$ cat config.mk
export PLATFORM = sky130hd
export DESIGN_NAME = dspace_decoder
export DESIGN_NICKNAME = d
export VERILOG_FILES = /design/src/rtl/dspace_pkg.sv /design/src/rtl/dspace_addr_decode.sv /design/src/rtl/dspace_spec_regs.sv /design/src/rtl/dspace_rdata_mux.sv /design/src/rtl/dspace_decoder.sv
export SDC_FILE = /design/constraint.sdc
export NUM_CORES = 1
export LEC_CHECK = 0
export BUFFER_PORTS_ARGS = -buffer_cell sky130_fd_sc_hd__clkbuf_2
export CELL_PAD_IN_SITES_DETAIL_PLACEMENT = 1
export CELL_PAD_IN_SITES_GLOBAL_PLACEMENT = 1
export CORE_MARGIN = 2
export CORE_UTILIZATION = 31
export CTS_BUF_LIST = sky130_fd_sc_hd__clkbuf_4 sky130_fd_sc_hd__clkbuf_8 sky130_fd_sc_hd__clkbuf_16
export DETAILED_ROUTE_END_ITERATION = 6
export PLACE_DENSITY_LB_ADDON = 0.25
export SYNTH_ARGS = -nofsm -noshare
export SYNTH_HDL_FRONTEND = slang
export SYNTH_SLANG_ARGS = --single-unit
$ cat constraint.sdc
create_clock -name clk -period 2.74 [get_ports clk]
set_clock_uncertainty 0.2 [all_clocks]
set_input_delay 0.411 -clock clk [delete_from_list [all_inputs] [get_ports clk]]
set_output_delay 0.411 -clock clk [all_outputs]
set_load 0.03 [all_outputs]
$ cat src/rtl/dspace_pkg.sv
package dspace_pkg;

  typedef enum logic [1:0] {
    TGT_RF   = 2'd0,
    TGT_XIO  = 2'd1,
    TGT_RAM  = 2'd2,
    TGT_SPEC = 2'd3
  } tgt_e;

  // Special register slot: low three bits of the port inside the top 8 ports
  typedef enum logic [2:0] {
    SPR_SEG_D  = 3'd0,
    SPR_SEG_X  = 3'd1,
    SPR_SEG_Y  = 3'd2,
    SPR_SEG_Z  = 3'd3,
    SPR_IND    = 3'd4,
    SPR_SP_LO  = 3'd5,
    SPR_SP_HI  = 3'd6,
    SPR_STATUS = 3'd7
  } spr_e;

  localparam int NUM_SEG = 4;

endpackage

$ cat src/rtl/dspace_addr_decode.sv
module dspace_addr_decode
  import dspace_pkg::*;
#(
  parameter int AW   = 16,
  parameter int NREG = 32,
  parameter int NIO  = 64,
  localparam int IOW = $clog2(NIO)
) (
  input  logic [AW-1:0]  addr,
  output tgt_e           tgt,
  output logic [IOW-1:0] io_off,
  output spr_e           spr
);
  localparam logic [AW-1:0]  IO_LO   = AW'(NREG);
  localparam logic [AW-1:0]  RAM_LO  = AW'(NREG + NIO);
  localparam logic [IOW-1:0] SPEC_LO = IOW'(NIO - 8);

  always_comb begin
    io_off = addr[IOW-1:0] - IOW'(NREG);
    spr    = spr_e'(io_off[2:0]);
    if (addr < IO_LO)        tgt = TGT_RF;
    else if (addr < RAM_LO)  tgt = (io_off >= SPEC_LO) ? TGT_SPEC : TGT_XIO;
    else                     tgt = TGT_RAM;
  end
endmodule

$ cat src/rtl/dspace_spec_regs.sv
module dspace_spec_regs
  import dspace_pkg::*;
(
  input  logic                clk,
  input  logic                rst,
  input  logic                wr,
  input  spr_e                spr,
  input  logic [7:0]          wdata,
  input  logic [NUM_SEG-1:0]  seg_en,
  input  logic                sp_wide_en,
  output logic [NUM_SEG-1:0][7:0] seg_q,
  output logic [7:0]          ind_q,
  output logic [15:0]         sp_q,
  output logic [7:0]          status_q,
  output logic [7:0]          rd_byte
);
  for (genvar i = 0; i < NUM_SEG; i++) begin : g_seg
    always_ff @(posedge clk) begin
      if (rst)
        seg_q[i] <= '0;
      else if (wr && spr == spr_e'(i) && seg_en[i])
        seg_q[i] <= wdata;
    end
  end

  always_ff @(posedge clk) begin
    if (rst) begin
      ind_q    <= '0;
      sp_q     <= '0;
      status_q <= '0;
    end else if (wr) begin
      case (spr)
        SPR_IND:    ind_q       <= wdata;
        SPR_SP_LO:  sp_q[7:0]   <= wdata;
        SPR_SP_HI:  if (sp_wide_en) sp_q[15:8] <= wdata;
        SPR_STATUS: status_q    <= wdata;
        default: ;
      endcase
    end
  end

  always_comb begin
    case (spr)
      SPR_SEG_D:  rd_byte = seg_q[0];
      SPR_SEG_X:  rd_byte = seg_q[1];
      SPR_SEG_Y:  rd_byte = seg_q[2];
      SPR_SEG_Z:  rd_byte = seg_q[3];
      SPR_IND:    rd_byte = ind_q;
      SPR_SP_LO:  rd_byte = sp_q[7:0];
      SPR_SP_HI:  rd_byte = sp_q[15:8];
      default:    rd_byte = status_q;
    endcase
  end
endmodule

$ cat src/rtl/dspace_rdata_mux.sv
module dspace_rdata_mux
  import dspace_pkg::*;
(
  input  tgt_e       sel,
  input  logic [7:0] rf_rdata,
  input  logic [7:0] xio_rdata,
  input  logic [7:0] ram_rdata,
  input  logic [7:0] spec_rdata,
  output logic [7:0] rdata
);
  always_comb begin
    unique case (sel)
      TGT_RF:  rdata = rf_rdata;
      TGT_XIO: rdata = xio_rdata;
      TGT_RAM: rdata = ram_rdata;
      default: rdata = spec_rdata;
    endcase
  end
endmodule

$ cat src/rtl/dspace_decoder.sv
module dspace_decoder
  import dspace_pkg::*;
#(
  parameter int AW   = 16,
  parameter int NREG = 32,
  parameter int NIO  = 64,
  localparam int IOW = $clog2(NIO),
  localparam int RW  = $clog2(NREG)
) (
  input  logic           clk,
  input  logic           rst,
  input  logic [3:0]     seg_en,
  input  logic           sp_wide_en,
  input  logic           ds_req,
  input  logic           ds_we,
  input  logic [AW-1:0]  ds_addr,
  input  logic [7:0]     ds_wdata,
  input  logic           io_req,
  input  logic           io_we,
  input  logic [IOW-1:0] io_port,
  input  logic [7:0]     io_wdata,
  output logic           rvalid,
  output logic [7:0]     rdata,
  output logic           rf_req,
  output logic           rf_we,
  output logic [RW-1:0]  rf_idx,
  output logic [7:0]     rf_wdata,
  input  logic [7:0]     rf_rdata,
  output logic           xio_req,
  output logic           xio_we,
  output logic [IOW-1:0] xio_port,
  output logic [7:0]     xio_wdata,
  input  logic [7:0]     xio_rdata,
  output logic           ram_req,
  output logic           ram_we,
  output logic [AW-1:0]  ram_addr,
  output logic [7:0]     ram_wdata,
  input  logic [7:0]     ram_rdata,
  output logic [23:0]    seg_d_o,
  output logic [23:0]    seg_x_o,
  output logic [23:0]    seg_y_o,
  output logic [23:0]    seg_z_o,
  output logic [23:0]    seg_ind_o,
  output logic [15:0]    stack_ptr_o,
  output logic [7:0]     status_o
);
  // Request merge: the port path wins and is mapped into the data space
  logic          acc_req, acc_we;
  logic [AW-1:0] acc_addr;
  logic [7:0]    acc_wdata;

  always_comb begin
    acc_req   = io_req | ds_req;
    acc_we    = io_req ? io_we : ds_we;
    acc_addr  = io_req ? (AW'(io_port) + AW'(NREG)) : ds_addr;
    acc_wdata = io_req ? io_wdata : ds_wdata;
  end

  tgt_e           tgt;
  logic [IOW-1:0] io_off;
  spr_e           spr;

  dspace_addr_decode #(.AW(AW), .NREG(NREG), .NIO(NIO)) u_dec (
    .addr   (acc_addr),
    .tgt    (tgt),
    .io_off (io_off),
    .spr    (spr)
  );

  logic [NUM_SEG-1:0][7:0] seg_q;
  logic [7:0]  ind_q, status_q, spec_rd;
  logic [15:0] sp_q;

  dspace_spec_regs u_spr (
    .clk        (clk),
    .rst        (rst),
    .wr         (acc_req && acc_we && tgt == TGT_SPEC),
    .spr        (spr),
    .wdata      (acc_wdata),
    .seg_en     (seg_en),
    .sp_wide_en (sp_wide_en),
    .seg_q      (seg_q),
    .ind_q      (ind_q),
    .sp_q       (sp_q),
    .status_q   (status_q),
    .rd_byte    (spec_rd)
  );

  // Outgoing requests
  always_comb begin
    rf_req    = acc_req && tgt == TGT_RF;
    rf_we     = acc_we;
    rf_idx    = acc_addr[RW-1:0];
    rf_wdata  = acc_wdata;
    xio_req   = acc_req && tgt == TGT_XIO;
    xio_we    = acc_we;
    xio_port  = io_off;
    xio_wdata = acc_wdata;
    ram_req   = acc_req && tgt == TGT_RAM;
    ram_we    = acc_we;
    ram_addr  = acc_addr;
    ram_wdata = acc_wdata;
  end

  // Response stage: registered decode and special-register read byte
  tgt_e       rsel_q;
  logic [7:0] spec_rd_q;

  always_ff @(posedge clk) begin
    if (rst) begin
      rvalid    <= 1'b0;
      rsel_q    <= TGT_RF;
      spec_rd_q <= '0;
    end else begin
      rvalid <= acc_req && !acc_we;
      if (acc_req && !acc_we) begin
        rsel_q    <= tgt;
        spec_rd_q <= spec_rd;
      end
    end
  end

  dspace_rdata_mux u_mux (
    .sel        (rsel_q),
    .rf_rdata   (rf_rdata),
    .xio_rdata  (xio_rdata),
    .ram_rdata  (ram_rdata),
    .spec_rdata (spec_rd_q),
    .rdata      (rdata)
  );

  assign seg_d_o     = {seg_q[0], 16'h0000};
  assign seg_x_o     = {seg_q[1], 16'h0000};
  assign seg_y_o     = {seg_q[2], 16'h0000};
  assign seg_z_o     = {seg_q[3], 16'h0000};
  assign seg_ind_o   = {ind_q, 16'h0000};
  assign stack_ptr_o = sp_q;
  assign status_o    = status_q;
endmodule

=== Yosys cells after proc, flatten, opt, wreduce, memory -nomap -nowiden ===
Index checks and enable logic that the tools add are counted.
Widths: inputs -> output; s select.

* Bits in registers: 75
* Bits of input ports: 73
* Logic and storage cells: 59

* Add/subtract/negate cells: 2
* $lt $le $gt $ge: 3
* Equal/unequal tests: 12
* Multiplexer cells: 8
* Bitwise logic cells: 1
* Reductions and logical operators: 22

{| class="wikitable"
|+ Operators by type and width
! operator !! number
|-
| $pmux 8 s7 || 1
|-
| $pmux 8 s3 || 1
|-
| $lt 16x6->1 const B || 1
|-
| $lt 16x7->1 const B || 1
|-
| $mux 16 || 1
|-
| $logic_and 1x1->1 || 14
|-
| $eq 3x3->1 const B || 4
|-
| $mux 8 || 1
|-
| $add 6x6->7 const B || 1
|-
| $eq 2x2->1 const B || 3
|-
| $eq 3x2->1 const B || 2
|-
| $ge 6x6->1 const B || 1
|-
| $mux 2 || 3
|-
| $reduce_and 2->1 || 3
|-
| $sub 6x6->6 const B || 1
|-
| $eq 2x1->1 const B || 2
|-
| $logic_not 2->1 || 2
|-
| $eq 3x1->1 const B || 1
|-
| $logic_not 3->1 || 1
|-
| $reduce_and 3->1 || 1
|-
| $logic_not 1->1 || 1
|-
| $mux 1 || 1
|-
| $or 1x1->1 || 1
|}

=== Depth between registers and ports, before layout ===
* Word-level depth: 11
* Mapped depth: 9
* Depth with buffers taken out: 6

=== Modules after synthesis ===
A second synthesis with hierarchy kept.

* Cells, all modules: 603
* Area, all modules: 4933.5 µm²

{| class="wikitable"
|+ By module, submodules not included
! module !! instances !! cells each !! area an instance (µm²) !! seq. area each (µm²)
|-
| dspace_spec_regs || 1 || 388 || 3113.0 || 1281.2
|-
| dspace_decoder || 1 || 188 || 1506.4 || 220.2
|-
| dspace_rdata_mux || 1 || 10 || 196.4 || 0.0
|-
| dspace_addr_decode || 1 || 17 || 117.6 || 0.0
|}

=== Worst setup path before layout ===
No wires, ideal clock.

* Kind: input to output
* Start: in io_req
* End: out rf_idx[3]
* Data arrival time: 2124 ps
* Setup slack: 5 ps
* Stages: 6
* Path through: buf_4 -> buf_1 -> buf_2 -> clkbuf_1 -> mux2_2 -> buf_4

* Word-level cells in the longest chain between the ends: 1

{| class="wikitable"
|+ RTL lines
! element !! RTL line !! source
|-
| start, declared || dspace_decoder.sv:18 || <nowiki>input logic io_req,</nowiki>
|-
| $mux 16 || dspace_decoder.sv:55 || <nowiki>acc_addr = io_req ? (AW'(io_port) + AW'(NREG)) : ds_addr;</nowiki>
|-
| end, declared || dspace_decoder.sv:26 || <nowiki>output logic [RW-1:0] rf_idx,</nowiki>
|}

Every way passes these cells.

=== Worst setup path after layout ===
* Start: in io_req
* End: out xio_wdata[6]

* Word-level cells in the longest chain between the ends: 1

{| class="wikitable"
|+ RTL lines
! element !! RTL line !! source
|-
| $mux 8 || dspace_decoder.sv:56 || <nowiki>acc_wdata = io_req ? io_wdata : ds_wdata;</nowiki>
|-
| end, declared || dspace_decoder.sv:32 || <nowiki>output logic [7:0] xio_wdata,</nowiki>
|}

Every way passes these cells.

==> flow_summary.toml <==
[power_and_ir_drop]
peakVddDrop_mv = 0.263
powerDensity_nw_per_um2 = 541
total_power_mw = 3.16
p_leak_nw = 2.65

[clocking]
cts_resized = 0
clk_pin_slew_ns = 0.05
cts_buffers = 9
cts_hold_buf = 0
clkLatencyLatePin_ns = 0.34
cts_tree = "yes"
cts-root-buf = "clkbuf_16"
clockBufferDepth = 2
htree_levels = 3
cts_setup_buffers = 0
cts.sinks = 75

[setup_path]
worst-path-max-fanout = 13
critPathArrivalTime_ns = 2.02
critical_path_class = "input port to output pin"
r2r-start = "u_spr.ind_q[4]$_SDFFE_PP0P_"
reg2reg_slack_ns = 1.22
worst-r2r-cell-count = 3
start_kind = "input port"
r2r_end = "spec_rd_q[4]$_SDFFE_PP0P_"
critPathCapture = "xio_wdata[6]"
startpoint = "io_req"
crit_path_end_kind = "output pin"
cp.required_ns = 2.13

[finish]
final_core_util = 0.400
layout.nets = 787
n_antenna_cell = 0
nFillCells = 1816
layout_commonest_cell = "clkbuf_2"
syn_to_final_growth_pct = 25.3
layout_common_cells = "clkbuf_2 (202), conb_1 (80), nor2_1 (76), dfxtp_1 (75), mux2i_1 (44)"
drive_gt1_frac = 0.396

[timing]
setup_tns_ns = 0
worst_slack_ns = 0.105
fin_crit_sh = 0.962
max_freq_ghz = 0.379
min_period_ns = 2.64
tightestPinTransition_ns = 0.633
whs_ns = 0.199
slew_violations = 0
finalHoldViolations = 0
rsz0062_at_grt = "false"
setup_viol = 0
relSlewSlack = 0.578

[synthesis]
synthAdderAreaFrac = 0
synth_top_area_share = 0.323
synth-seq-area-share = 0.323
ys_types = 39
synthXorXnorAreaFrac = 0.00188
synthCells = 524
syn_area_sq_um = 4650
yosys_warnings = 0
yosysTopAreaCell = "dfxtp_1"
synth-compound-area-share = 0.138
synth_top_family_by_area = "buffers and inverters"
ys_ff_latch = 75
synthMuxAreaShare = 0.154
synth-simple-area-share = 0.170
synth_area_leaders = "dfxtp_1 (32%), buf_4 (18%), mux2i_1 (9.5%), a211oi_1 (6.6%), nor2_1 (6.1%)"
syn_area_per_cell_sq_um = 8.88

[die]
row_count = 44
top_level_ports = 283
die_x_um = 127
start_util = 0.319
die_y_um = 127
core_area_sq_um = 14600
fp.dieArea_sq_um = 16000

[routing]
wire_per_inst_um = 18.0
vias = 4290
wl_um = 16300
ant_nets = 0
drt-pass1-iter-count = 4
avgViaCountPerCell = 4.75
drc = 0
drtIter0Drc = 250

[placement]
portBuffers = 202
dp_hpwl_um = 13400
dp_worst_setup_slack_ns = 0.124
globalplace.congestion = 0.866

[status]
outcome = "completed"

[global_route]
grt.total_usage = 0.198
grt_pass1_wl_um = 24400
overflow = 0
antenna_found_initial = 0
grt_max_degree = 59
grt_pass1_vias = 4174

[run]
drv_cap = 0

[hold_path]
hold_path_class = "input port to register"
==> final cells by class <==
class | count | area (sq um) | share of cell area
inverters | 14 | 52.6 | 0.00901
well taps | 184 | 230 | 0.0395
clock buffers | 11 | 240 | 0.0412
repair buffers | 235 | 1260 | 0.216
clock inverters | 5 | 77.6 | 0.0133
flip-flops and latches | 75 | 1500 | 0.257
multi-input cells | 379 | 2470 | 0.424
==> per-stage QoR <==
step / instance area [sq um] / cells
floorplan: 4950 / 603
global placement: 5520 / 887
detailed placement: 5520 / 887
CTS: 5830 / 903
global route: 5830 / 903
finish: 5830 / 903
==> how the worst min path moves through the flow <==
stage | start | end | slack, ns | cells after the start
final | rst | u_spr.status_q[1]$_SDFFE_PP0P_ | 0.20 | 2
after global placement | spec_rd_q[5]$_SDFFE_PP0P_ | spec_rd_q[5]$_SDFFE_PP0P_ | 0.26 | 2
after global routing | rst | u_spr.sp_q[4]$_SDFFE_PP0P_ | 0.22 | 2
after CTS | rst | u_spr.sp_q[4]$_SDFFE_PP0P_ | 0.19 | 2
after floorplan | spec_rd_q[0]$_SDFFE_PP0P_ | spec_rd_q[0]$_SDFFE_PP0P_ | 0.22 | 2
after detailed placement | spec_rd_q[5]$_SDFFE_PP0P_ | spec_rd_q[5]$_SDFFE_PP0P_ | 0.27 | 2
==> layer usage <==
metal	part of all wire	GRT usage
met4	0.024	0.0802
met3	0.062	0.0367
met2	0.49	0.325
met1	0.43	0.256
met5	0	0
==> report_power, final <==
| part | switching (mW) | total, mW | internal (mW) | leakage [nW] |
|---|---|---|---|---|
| sequential | 0.0156 | 1.12 | 1.11 | 0.606 |
| combinational | 0.561 | 0.771 | 0.209 | 1.89 |
| clock | 0.452 | 1.27 | 0.814 | 0.156 |
| total | 1.03 | 3.16 | 2.13 | 2.65 |
==> flip-flops by register name, indices dropped and copies added (netlist names) <==
register / flops
u_spr.ind_q: 8
spec_rd_q: 8
u_spr.status_q: 8
u_spr.sp_q: 16
u_spr.seg_q: 32
rvalid: 1
rsel_q: 2
==> logic make-up (layout without fill, tap and decap cells) <==
kind of cell	Yosys count	in the layout
flops	75	75
other cells	1	80
buf+inv	149	265
xor+xnor	1	1
mux	60	60
simple gates	157	157
compound gates	81	81
==> worst max-delay path: stages <==
cell and delay [ns]:
clkbuf_2 0.29, buf_4 0.32, mux2i_1 0.51, inv_1 0.25, clkbuf_2 0.25
==> synth_stat cells <==
cell	number
mux2_2	5
xor2_1	1
o22ai_1	2
nor4_4	5
o21ai_0	6
nand2b_1	3
nor4b_1	3
nand4_1	1
a31oi_1	4
o22a_1	2
o32ai_1	2
clkbuf_1	12
nand4bb_1	1
buf_4	111
mux2i_1	44
o221a_2	4
nor2_1	76
dfxtp_1	75
buf_2	10
nand2_1	37
o2111ai_1	4
nand3_1	12
a211oi_1	41
nor4b_4	1
a21oi_1	3
mux4_2	8
conb_1	1
a22o_1	6
buf_1	2
inv_2	2
a222oi_1	4
a21bo_2	1
mux2i_2	3
nor3_2	2
inv_1	12
a41oi_4	1
nor3_1	5
a21o_1	1
nor2b_1	11
Note: power is estimated with default switching activity, not from simulation.
